--- src/rtl/char_io_channel.sv ---
module char_io_channel #(
  parameter int UNIT_W   = 6,
  parameter int REG_W    = 24,
  parameter int CHAR_W   = 6,
  parameter int DATA_W   = 12,
  parameter int TO_W     = 16,
  parameter int KBD_UNIT = 12
) (
  input  logic              clk,
  input  logic              rst_n,
  input  logic              start,
  input  logic [2:0]        op,
  input  logic [UNIT_W-1:0] unit,
  input  logic [REG_W-1:0]  reg_in,
  input  logic [TO_W-1:0]   to_limit,
  output logic              busy,
  output logic              done,
  output logic              skip,
  output logic [REG_W-1:0]  reg_out,
  output logic              req_valid,
  output logic [UNIT_W-1:0] req_unit,
  output logic [2:0]        req_op,
  output logic [REG_W-1:0]  req_data,
  input  logic              req_ready,
  input  logic [CHAR_W-1:0] rsp_char,
  output logic              kbd_unlock
);
  localparam int NUNITS = 1 << UNIT_W;
  localparam logic [2:0] OP_CON = 3'd0, OP_DIS = 3'd1, OP_SCH = 3'd2,
                         OP_SDT = 3'd3, OP_RCV = 3'd4;

  logic [NUNITS-1:0] conn_q;
  logic              valid_q, done_q, skip_q;
  logic [2:0]        op_q;
  logic [UNIT_W-1:0] unit_q;
  logic [REG_W-1:0]  reg_q, reg_out_q, ok_val;
  logic [TO_W-1:0]   cnt_q;

  wire accept  = start & ~valid_q & ~done_q;
  wire legal   = op <= OP_RCV;
  wire unit_ok = (op == OP_CON) | conn_q[unit];
  wire go      = accept & legal & unit_ok;
  wire bad     = accept & ~go;
  wire hs      = valid_q & req_ready;
  wire tmo     = valid_q & ~req_ready & (cnt_q == to_limit);

  always_comb begin
    case (op_q)
      OP_SCH:  ok_val = {reg_q[REG_W-CHAR_W-1:0], {CHAR_W{1'b0}}};
      OP_RCV:  ok_val = {{(REG_W-CHAR_W){1'b0}}, rsp_char};
      default: ok_val = reg_q;
    endcase
  end

  always_comb begin
    req_data = '0;
    case (op_q)
      OP_SCH:  req_data[CHAR_W-1:0] = reg_q[REG_W-1 -: CHAR_W];
      OP_SDT:  req_data[DATA_W-1:0] = reg_q[DATA_W-1:0];
      default: req_data = '0;
    endcase
  end

  always_ff @(posedge clk) begin
    if (!rst_n) begin
      conn_q    <= '0;
      valid_q   <= 1'b0;
      done_q    <= 1'b0;
      skip_q    <= 1'b0;
      op_q      <= '0;
      unit_q    <= '0;
      reg_q     <= '0;
      reg_out_q <= '0;
      cnt_q     <= '0;
    end else begin
      done_q <= bad | hs | tmo;
      skip_q <= 1'b0;
      if (bad) reg_out_q <= reg_in;
      if (go) begin
        valid_q <= 1'b1;
        op_q    <= op;
        unit_q  <= unit;
        reg_q   <= reg_in;
        cnt_q   <= '0;
      end
      if (hs) begin
        valid_q   <= 1'b0;
        skip_q    <= 1'b1;
        reg_out_q <= ok_val;
        if (op_q == OP_CON) conn_q[unit_q] <= 1'b1;
        if (op_q == OP_DIS) conn_q[unit_q] <= 1'b0;
      end else if (tmo) begin
        valid_q   <= 1'b0;
        reg_out_q <= reg_q;
      end else if (valid_q) begin
        cnt_q <= cnt_q + 1'b1;
      end
    end
  end

  assign busy       = valid_q | done_q;
  assign done       = done_q;
  assign skip       = skip_q;
  assign reg_out    = reg_out_q;
  assign req_valid  = valid_q;
  assign req_unit   = unit_q;
  assign req_op     = op_q;
  assign kbd_unlock = conn_q[KBD_UNIT];
endmodule

--- config.mk ---
export PLATFORM = sky130hd
export DESIGN_NAME = char_io_channel
export DESIGN_NICKNAME = d
export VERILOG_FILES = /design/src/rtl/char_io_channel.sv
export SDC_FILE = /design/constraint.sdc
export NUM_CORES = 1
export LEC_CHECK = 0
export BUFFER_PORTS_ARGS = -buffer_cell sky130_fd_sc_hd__buf_2
export CAP_MARGIN = 20
export CORE_UTILIZATION = 35
export CTS_BUF_LIST = sky130_fd_sc_hd__clkbuf_4
export DETAILED_ROUTE_END_ITERATION = 7
export GPL_TIMING_DRIVEN = 0
export PLACE_DENSITY = 0.67
export SYNTH_ARGS = -nofsm -noshare
export SYNTH_HDL_FRONTEND = slang
export SYNTH_SLANG_ARGS = --single-unit
--- constraint.sdc ---
create_clock -name clk -period 2.48 [get_ports clk]
set_clock_uncertainty 0.05 [all_clocks]
set_input_delay 0.372 -clock clk [delete_from_list [all_inputs] [get_ports clk]]
set_output_delay 0.372 -clock clk [all_outputs]
set_load 0.1 [all_outputs]
==> results of run 1 <==
==> timing repair <==
item | in CTS | in global routing
endpoints found under the hold margin | 1 | 3
setup buffers | 3 | 0
resized for setup | 37 | 37
endpoints found under the setup margin | 63 | 64
hold buffers | 1 | 3
pin swaps | 3 | 1
==> where the power goes <==
part / leakage [nW] / total, mW / internal [mW] / switching [mW]
Sequential: 1.14 / 2.46 / 2.35 / 0.109
Clock: 0.167 / 1.75 / 0.813 / 0.942
Combinational: 2.56 / 1.53 / 0.379 / 1.15
==> kinds of logic after synthesis <==
logic type,after synthesis,share of synthesized area
AO/OA/AOI/OAI,236,0.1835
adder cells (fa/ha/maj),1,0.001511
other,1,0.0004530
buffers and inverters,154,0.08343
XOR/XNOR,17,0.01799
flip-flops,140,0.3386
multiplexers,60,0.08782
AND/OR/NAND/NOR,464,0.2867
==> final cells by class <==
cell class,instances,area (um2),area share
well taps,313,391.6,0.03957
multi-input cells,790,4972,0.5023
plain buffers,98,539.3,0.05448
clock inverters,14,191.4,0.01934
inverters,53,198.9,0.02010
repair buffers,115,648.1,0.06548
clock buffers,18,135.1,0.01365
diodes,2,5.005,0.0005056
flip-flops and latches,140,2816,0.2845
==> sequential cells by signal, indices dropped and copies added (netlist names), named ones only <==
signal	cells
conn_q	63
req_valid	1
req_op	3
reg_q	24
req_unit	6
cnt_q	16
reg_out	24
done	1
skip	1
==> metal layers <==
metal | part of all wire | wire length (um) | global-route usage | up-vias
met5 | 0.00039 | 11 | 0 | -
met4 | 0.019 | 531 | 0.07983 | 2
met3 | 0.097 | 2727 | 0.04639 | 46
met2 | 0.45 | 12620 | 0.3599 | 496
met1 | 0.44 | 12270 | 0.3238 | 4185
li1 | - | - | - | 4194
==> worst register-to-register path: stages (launching register included) <==
cell and delay, ps:
dfxtp_1 360, mux4_1 540, a22oi_1 200, nand4_1 130, nand2_2 130, a311o_1 190, buf_6 180, a31oi_4 150
buf_4 230, mux2i_1 120
==> cells in the final DEF (no fill, tap or decap), types with 5 or more instances in the layout <==
cell type,synthesis,layout
dfxtp_1,140,131
nand2_1,108,107
buf_2,5,102
nor2_1,94,87
nand4_1,67,67
a21oi_1,65,65
o21ai_0,66,65
nand3_1,56,55
clkbuf_1,69,53
inv_1,52,52
mux2i_1,46,43
nor4_1,36,34
nand3b_1,33,33
o31ai_1,26,26
buf_4,12,26
clkbuf_4,0,21
o221ai_1,21,21
nor2b_1,16,15
a211oi_1,15,15
xor2_1,15,15
o211ai_1,13,13
nor3_1,15,13
conb_1,1,12
and3_1,15,9
dfxtp_2,0,8
buf_6,3,7
clkbuf_2,0,7
a22oi_1,7,7
and3_2,0,6
buf_1,9,6
mux2_2,6,6
mux4_1,5,5
==> final timing paths <==
| kind | start | cells past startpoint | slack, ps | to |
|---|---|---|---|---|
| max | conn_q[54] | 9 | 100 | reg_out[1] |
| min | reg_in[18] | 3 | 20 | reg_q[18] |
| max reg2reg | conn_q[54] | 9 | 100 | reg_out[1] |
| min reg2reg | reg_out[3] | 2 | 420 | reg_out[3] |
==> per-stage QoR <==
step,worst slack (ps),area (um2)
floorplan,-30.80,8394
global placement,-716.2,9306
detailed placement,-742.8,9326
CTS,0.6171,9781
global route,-3.062,9898
finish,104.9,9898
==> impl_results.md, run 1 <==
- Status: complete, no violations
- CP peak stage delay: 540 ps
- Die Span Y: between 150 and 200 um
- Core area: approximately 23000 um2
- Initial antenna violation count: 3
- Sum of buffers and inverters on the critical path: 2
- Count of unique library cells instantiated by Yosys: ~60
- Tot Pwr: 5.743 mW
- Worst path arrival time: 2800 ps
- GR Overflow Total: 0
- Die W: 155.8 um
- Initial Util: 0.3612
- Vias in the first global route: 8126
- Post-synthesis sequential area ratio: 0.3386
- Vias: 8923
- Async S/R FF share, synth: 0
- Final hold vios: 0
- Num Clock Sinks: 140
- EDFF count, synth: 0
- Filler instances: 2347
- Yosys top cell area share: 0.3386
- Yosys reg bits: 140
- WL/cell: 18.25 um
- DRC viols: 0
- MaxCap Viol Count: 0
- IO Port Bufs: 104
- Crit Path Max Fanout: 9
- Largest net degree at the start of global routing: 17
- Leak Pwr: 3.870 nW
- Final wirelength: between 20000 and 30000 um
- Most common cell in the netlist: dfxtp_1
- Worst-Skew Late Latency: 580 ps
- WP data required: around 2900 ps
- Final min period: between 2000 and 2500 ps
- Max Clock Freq: 421.0 MHz
- CP max stage cell: mux4_1
- Drt pass-1 iters: 7
- CP endpoint kind: flop
- Row count: 55
- Final setup vio count: 0
- Hold slack: 24.56 ps
- Setup TNS: 0 ps
- Crit path launch type: flop
- Area Overhead vs Synth: 19.57%
- TritonCTS buffer count: 17
- Hold Crit Class: input port to flop
- Fin util: 0.4319
- Final ANT Viol Nets: 0
- Tot GR Track Use: 0.2339
- Synth Cell Area: 8278 um2
- Mean Syn Cell Area: 7.715 um2
- I/O pins: 121
- Die area: approximately 24000 um2
- Vias per cell: 5.783
- Synth area leaders: dfxtp_1 34%, mux2i_1 5.6%, nand4_1 5.1%
- Gate count of the mapped netlist: 1073
- Layout Nets: 1275
- Worst-path clk slew: 140 ps
- 1st-iter DRT viols: 940
- Most used DFF post-synth: dfxtp_1
- Final HPWL DP: 20270 um
- CTS tree: yes
- Synth Warn #: 0
- Clock Path Buffers: 2
- Htree depth: 4
- CP top delay family: multiplexers
- Finished Layout Cells: about 1500
- Top cells by count, synth: 140 x dfxtp_1, 108 x nand2_1, 94 x nor2_1
- Placed cell count: 1505
- Root buffer cell: clkbuf_4
- First-pass GRT wire length: 44510 um
- Cell taking the most area after synthesis: dfxtp_1
- GP Congestion: between 0.9 and 1
- PwrDens: 580.2 nW/um2
- Final Max Slew Viols: 0
- RSZ-0062 raised after global routing: true
- Peak supply drop: 0.3741 mV
- Final period utilization: 0.9577
- Worst-path cell chain: mux4_1, a22oi_1, nand4_1, nand2_2, a311o_1, buf_6, a31oi_4, buf_4, mux2i_1
- Slew margin rel.: 0.3753
- Layout cell share with drive strength beyond 1: 0.1954
- Actual slew at the worst max-slew pin: 929.9 ps
- CP Class: flop to flop
(Power assumes the default switching activity.)
==> run 2, diff against run 1 <==
--- a/config.mk
+++ b/config.mk
@@ -17 +17,2 @@
 export SYNTH_SLANG_ARGS = --single-unit
+export TNS_END_PERCENT = 30
--- a/constraint.sdc
+++ b/constraint.sdc
@@ -4,2 +4,2 @@
 set_output_delay 0.372 -clock clk [all_outputs]
-set_load 0.1 [all_outputs]
+set_load 0.05 [all_outputs]
==> run 2 against run 1 <==
Net effect:
- clock-buffer cell count is 1 lower
- cell count increased by 0.78%
- combinational power down 15%
- total power shrank 9.6%
- clock power down 18%
- sequential power is essentially flat
- die area unchanged
- via count rose by 1.1%
- largest power group unchanged
==> impl_results.md, run 2 (same netlist as run 1, synthesis figures left out) <==
- Leak Pwr: 3.897 nW (+0.70%)
- Drt pass-1 iters: 6 (-1)
- Largest net degree at the start of global routing: 19 (+2)
- CTS tree: yes
- Final min period: 2438 ps (+63.32 ps)
- Status: complete, no violations
- CP endpoint kind: flop
- Die Span Y: 155.8 um (unchanged)
- CP peak stage delay: 400 ps (-140 ps)
- Worst path arrival time: 2890 ps (+90 ps)
- Row count: 55 (unchanged)
- Initial antenna violation count: 2 (-1)
- First-pass GRT wire length: 45010 um (+1.1%)
- Die area: 24270 um2 (unchanged)
- 1st-iter DRT viols: 1068 (+14%)
- TritonCTS buffer count: 17 (unchanged)
- Vias per cell: 5.800 (+0.30%)
- RSZ-0062 raised after global routing: true
- IO Port Bufs: 104 (unchanged)
- Root buffer cell: clkbuf_4
- GR Overflow Total: 0 (unchanged)
- I/O pins: 121 (unchanged)
- WP data required: 2930 ps (+20 ps)
- CP Class: flop to flop
- Clock Path Buffers: 2 (unchanged)
- Actual slew at the worst max-slew pin: 1054 ps (+123.9 ps)
- Worst-Skew Late Latency: 600 ps (+20 ps)
- Max reg flops: 63 (unchanged)
- Sum of buffers and inverters on the critical path: 2 (unchanged)
- GP Congestion: 0.9062 (-1.8%)
- Worst-path cell chain: mux2i_1, a22o_1, a221oi_2, a22oi_2, a311o_1, buf_6, a31oi_4, buf_8, mux2i_1
- Max Clock Freq: 410.1 MHz (-2.6%)
- Die W: 155.8 um (unchanged)
- Peak supply drop: 0.2398 mV (-36%)
- Slew margin rel.: 0.2948 (-0.08043)
- Htree depth: 4 (unchanged)
- Filler instances: 2384 (+1.6%)
- Final wirelength: 28950 um (+2.8%)
- Final Max Slew Viols: 0 (unchanged)
- PwrDens: 525.9 nW/um2 (-9.4%)
- Layout cell share with drive strength beyond 1: 0.1897 (-0.005771)
- Commonest non-fill, non-tap cell in the layout: dfxtp_1
- Setup TNS: 0 ps (unchanged)
- Crit Path Max Fanout: 5 (-4)
- Final period utilization: 0.9832 (+0.02553)
- Most flops, register: conn_q
- Initial Util: 0.3612 (unchanged)
- Final ANT Viol Nets: 0 (unchanged)
- Core area: 22920 um2 (unchanged)
- Vias in the first global route: 8259 (+1.6%)
- CP max stage cell: a311o_1
- Most used cell, CP: mux2i_1
- Area Overhead vs Synth: 19.29%
- Worst-path clk slew: 140 ps (about the same)
- CP top delay family: compound AO/OA/AOI/OAI gates
- Final setup vio count: 0 (unchanged)
- Tot GR Track Use: 0.2371 (+0.003250)
- MaxCap Viol Count: 0 (unchanged)
- Final hold vios: 0 (unchanged)
- DRC viols: 0 (unchanged)
- Layout Nets: 1286 (+0.86%)
- Final HPWL DP: 20400 um (+0.68%)
- Vias: 9019 (+1.1%)
- Multi-input gate area: 4932 um2 (-0.81%)
- Fin util: 0.4309 (-0.001037)
- WL/cell: 18.62 um (+2.0%)
- Crit path launch type: flop
- Most frequent cells in the layout: 132 x dfxtp_1, 111 x buf_2, 107 x nand2_1
- Hold Crit Class: input port to flop
- Sequential standard cell area: 2815 um2 (about the same)
- Num Clock Sinks: 140 (unchanged)
==> run 2: cell types whose count changed in the layout (fill, tap and decap cells not counted), sizes merged <==
cell           before  now
inv                56   62
bufinv              4    0
dlygate4sd3         4   13
clkdlybuf4s18       0    1
clkinvlp            3    1
diode               2    3
clkbuf             82   81
buf               145  146
clkinv              4    5
==> run 2: where the power goes <==
part           internal [mW]  leakage, nW  total, mW  switching (mW)
clock network          0.430        0.141       1.44            1.01
registers               2.35         1.14       2.46           0.107
logic                  0.401         2.62       1.30           0.896
==> run 2: worst paths after layout <==
path	cells past startpoint	slack, ps	startpoint	end
setup / recovery	9	40	conn_q[45]	reg_out[22]
hold / removal	3	20	reg_in[3]	reg_q[3]
setup reg to reg	9	40	conn_q[45]	reg_out[22]
hold reg to reg	2	420	reg_out[2]	reg_out[2]
==> run 2: final cells by class <==
cell class / count / share of cell area
Multi-Input combinational cell: 790 / 0.4995
Clock buffer: 17 / 0.01292
Timing Repair Buffer: 128 / 0.07615
Clock inverter: 15 / 0.01267
Inverter: 53 / 0.02015
Tap cell: 313 / 0.03966
Sequential cell: 140 / 0.2851
Antenna cell: 3 / 0.0007603
Buffer: 96 / 0.05309
==> run 2: per-layer routing <==
layer | vias up | global-route usage | part of all wire
met4 | 0 | 0.08217 | 0.025
met5 | - | 0 | 0
met3 | 58 | 0.05639 | 0.095
met2 | 501 | 0.3661 | 0.44
li1 | 4206 | - | -
met1 | 4254 | 0.3212 | 0.44
==> run 2: metrics by stage <==
step,instances,hold slack (ps),power [mW],instance area [um2],worst slack (ps)
global placement,1501,391.6,3.691,9264,-650.9
global route,1554,14.89,5.403,9872,-3.848
finish,1555,16.88,5.193,9874,41.55
floorplan,1084,378.4,3.327,8352,-30.13
CTS,1543,0.7785,5.145,9653,-4.435
detailed placement,1504,399.2,3.715,9289,-654.3
==> run 2: what timing repair did <==
item / 4_1_cts / 5_1_grt
endpoints found under the setup margin: 74 / 85
cloned: 0 / 2
resized for setup: 21 / 43
hold buffers: 5 / 8
hold endpoints to repair: 5 / 8
pin swaps: 3 / 5
buffers inserted: 3 / 2
==> run 2: tightest hold or removal path: cells and delay by family <==
| kind | cells | cell delay, ps |
|---|---|---|
| buf+inv | 1 | 110 |
| simple gates | 2 | 150 |
==> run 3, diff against run 2 <==
Settings changed: PLACE_DENSITY 0.67 to 0.65, RECOVER_POWER from default to 50.
Clock period 2.48 ns to 3 ns, I/O delays scaled along.
==> run 3 against run 2 <==
Net effect:
- clock power is 9% higher
- wire length decreased by 2.9%
- largest power group unchanged
- the flow now finishes with violations (capacitance limit, slew limit)
- clock-buffer cell count rose by 1
- sequential cell count is the same
- die area unchanged
- cell area shrank 3.1%
- setup slack gained 35 ps
- largest cell class unchanged
- critical path type unchanged
- utilization fell by 1.3 points
- total power shrank 12%
==> impl_results.md, run 3 (same netlist as run 1, synthesis figures left out) <==
- First-pass GRT wire length: 44210 um (-1.8%)
- Placed cell count: 1502 (-0.13%)
- I/O pins: 121 (unchanged)
- Peak supply drop: 0.2493 mV (+3.9%)
- Sequential standard cell area: 2803 um2 (-0.44%)
- Slew margin rel.: -0.09139 (-0.3862)
- Vias per cell: 5.747 (-0.91%)
- Die Span Y: 155.8 um (unchanged)
- 1st-iter DRT viols: 857 (-20%)
- Worst-path clk slew: 130 ps (about the same)
- Commonest non-fill, non-tap cell in the layout: dfxtp_1
- Initial Util: 0.3612 (unchanged)
- Most used cell, CP: clkbuf_1
- Internal Power: 3.042 mW (-4.4%)
- Worst path arrival time: 3370 ps (+480 ps)
- Sw Pwr: 1.553 mW (-23%)
- Leak Pwr: 3.620 nW (-7.1%)
- Most frequent cells in the layout: 140 x dfxtp_1, 108 x nand2_1, 105 x clkbuf_1
- Fin util: 0.4177 (-0.01321)
- CP top delay family: simple AND/OR/NAND/NOR gates
- Root buffer cell: clkbuf_4
- Max Clock Freq: 342.1 MHz (-17%)
- GR Overflow Total: 0 (unchanged)
- Drt pass-1 iters: 5 (-1)
- Crit Path Max Fanout: 10 (+5)
- Htree depth: 4 (unchanged)
- Final min period: 2923 ps (+484.6 ps)
- Max reg flops: 63 (unchanged)
- PwrDens: 480.1 nW/um2 (-8.7%)
- DRC viols: 0 (unchanged)
- Clk pwr share: 0.341 (+0.064)
- Die area: 24270 um2 (unchanged)
- Final HPWL DP: 20040 um (-1.8%)
- Final wirelength: 28120 um (-2.9%)
- Layout Nets: 1270 (-1.2%)
- Die W: 155.8 um (unchanged)
- RSZ-0062 raised after global routing: true
- WL/cell: 18.31 um (-1.7%)
- Actual slew at the worst max-slew pin: 1625 ps (+570.7 ps)
- Vias: 8828 (-2.1%)
- CP Class: flop to flop
- Hold slack: 98.19 ps (+81.31 ps)
- Row count: 55 (unchanged)
- Area Overhead vs Synth: 15.63%
- Tot GR Track Use: 0.2337 (-0.003415)
- WP data required: 3450 ps (+520 ps)
- GP Congestion: 0.9253 (+2.1%)
- Final setup vio count: 0 (unchanged)
- Final Max Slew Viols: 18 (+18)
- Largest net degree at the start of global routing: 17 (-2)
- CP max stage cell: dfxtp_1
- Hold Crit Class: input port to flop
- Vias in the first global route: 8137 (-1.5%)
- Tot Pwr: 4.596 mW (-12%)
- Worst-Skew Late Latency: 570 ps (-30 ps)
- Sum of buffers and inverters on the critical path: 2 (unchanged)
- Multi-input gate area: 4830 um2 (-2.1%)
- Final ANT Viol Nets: 0 (unchanged)
- Worst-path cell chain: xor2_1, nor4_1, nand4_1, o21a_1, clkbuf_1, clkbuf_1, o221ai_1, nand2_1, mux2i_1
- CTS tree: yes
- Core area: 22920 um2 (unchanged)
- Sequential share of power: 0.443 (-0.030)
- Sw frac: 0.3380 (-0.04912)
- Initial antenna violation count: 2 (unchanged)
- Failing checks: capacitance limit, slew limit
- Finished Layout Cells: 1536 (-1.2%)
- TritonCTS buffer count: 17 (unchanged)
- Layout cell share with drive strength beyond 1: 0.1203 (-0.06937)
- Final period utilization: 0.9744 (-0.008890)
- CP endpoint kind: flop
- MaxCap Viol Count: 2 (+2)
- CP peak stage delay: 500 ps (+100 ps)
- Clock Path Buffers: 2 (unchanged)
- Combinational Power Share: 0.216 (-0.034)
- Most flops, register: conn_q
- Crit path launch type: flop
- Num Clock Sinks: 140 (unchanged)
- Filler instances: 2388 (+0.17%)
- Final hold vios: 0 (unchanged)
- Setup TNS: 0 ps (unchanged)
- IO Port Bufs: 104 (unchanged)
- Status: complete, but fails checks
==> run 3: cell count changes in the layout (fill, tap and decap cells not counted), moves of 7 or more <==
cell	change
buf_2	-38
dlygate4sd3_1	-13
buf_4	-8
dfxtp_1	+8
dfxtp_2	-7
clkbuf_1	+54
==> run 3: metrics by stage <==
stage | instance area [um2] | setup slack [ps]
2_1_floorplan | 8319 | 397.1
3_3_place_gp | 9231 | -181.6
3_5_place_dp | 9246 | -202.7
4_1_cts | 9607 | 42.66
5_1_grt | 9572 | -39.41
6_report | 9572 | 76.94
==> run 3: per-layer routing <==
layer / GRT usage / wire length [um] / vias to the layer above
met4: 0.09524 / 733 / 2
met2: 0.3605 / 12370 / 434
met5: 0 / 11 / -
met1: 0.3193 / 12710 / 4156
met3: 0.04306 / 2297 / 57
li1: - / - / 4179
==> run 3: what timing repair did <==
| item | in CTS | in global routing |
|---|---|---|
| pin swaps | 0 | 2 |
| setup endpoints to repair | 11 | 12 |
| hold buffers | 0 | 0 |
| buffers inserted | 0 | 2 |
| gates resized for setup | 2 | 2 |
==> run 3: layout make-up <==
class | instances | share of cell area
inverters | 53 | 0.02078
well taps | 313 | 0.04092
plain buffers | 100 | 0.05124
clock inverters | 13 | 0.02327
flip-flops and latches | 140 | 0.2928
repair buffers | 108 | 0.05203
multi-input cells | 790 | 0.5046
diodes | 1 | 0.0002614
clock buffers | 18 | 0.01412
==> run 3: worst paths after layout <==
check              from     endpoint  slack (ps)  cells after the start
max            cnt_q[6]  reg_out[21]          80                      9
min reg2reg  reg_out[1]   reg_out[1]         410                      2
max reg2reg    cnt_q[6]  reg_out[21]          80                      9
min          reg_in[13]    reg_q[13]         100                      3
==> run 3: worst register-to-register path, stage by stage (launching register included) <==
cell and delay [ps]:
dfxtp_1 500, xor2_1 110, nor4_1 290, nand4_1 460, o21a_1 350, clkbuf_1 230, clkbuf_1 340, o221ai_1 300
nand2_1 90, mux2i_1 140
==> run 3: power by group through the flow <==
stage,Combinational [mW],Sequential (mW),Clock (mW)
2_1_floorplan,0.545,2.20,0
3_3_place_gp,0.984,2.07,0
3_5_place_dp,0.987,2.07,0
4_1_cts,0.991,2.03,1.59
5_1_grt,1.06,2.04,1.67
6_report,0.993,2.04,1.57
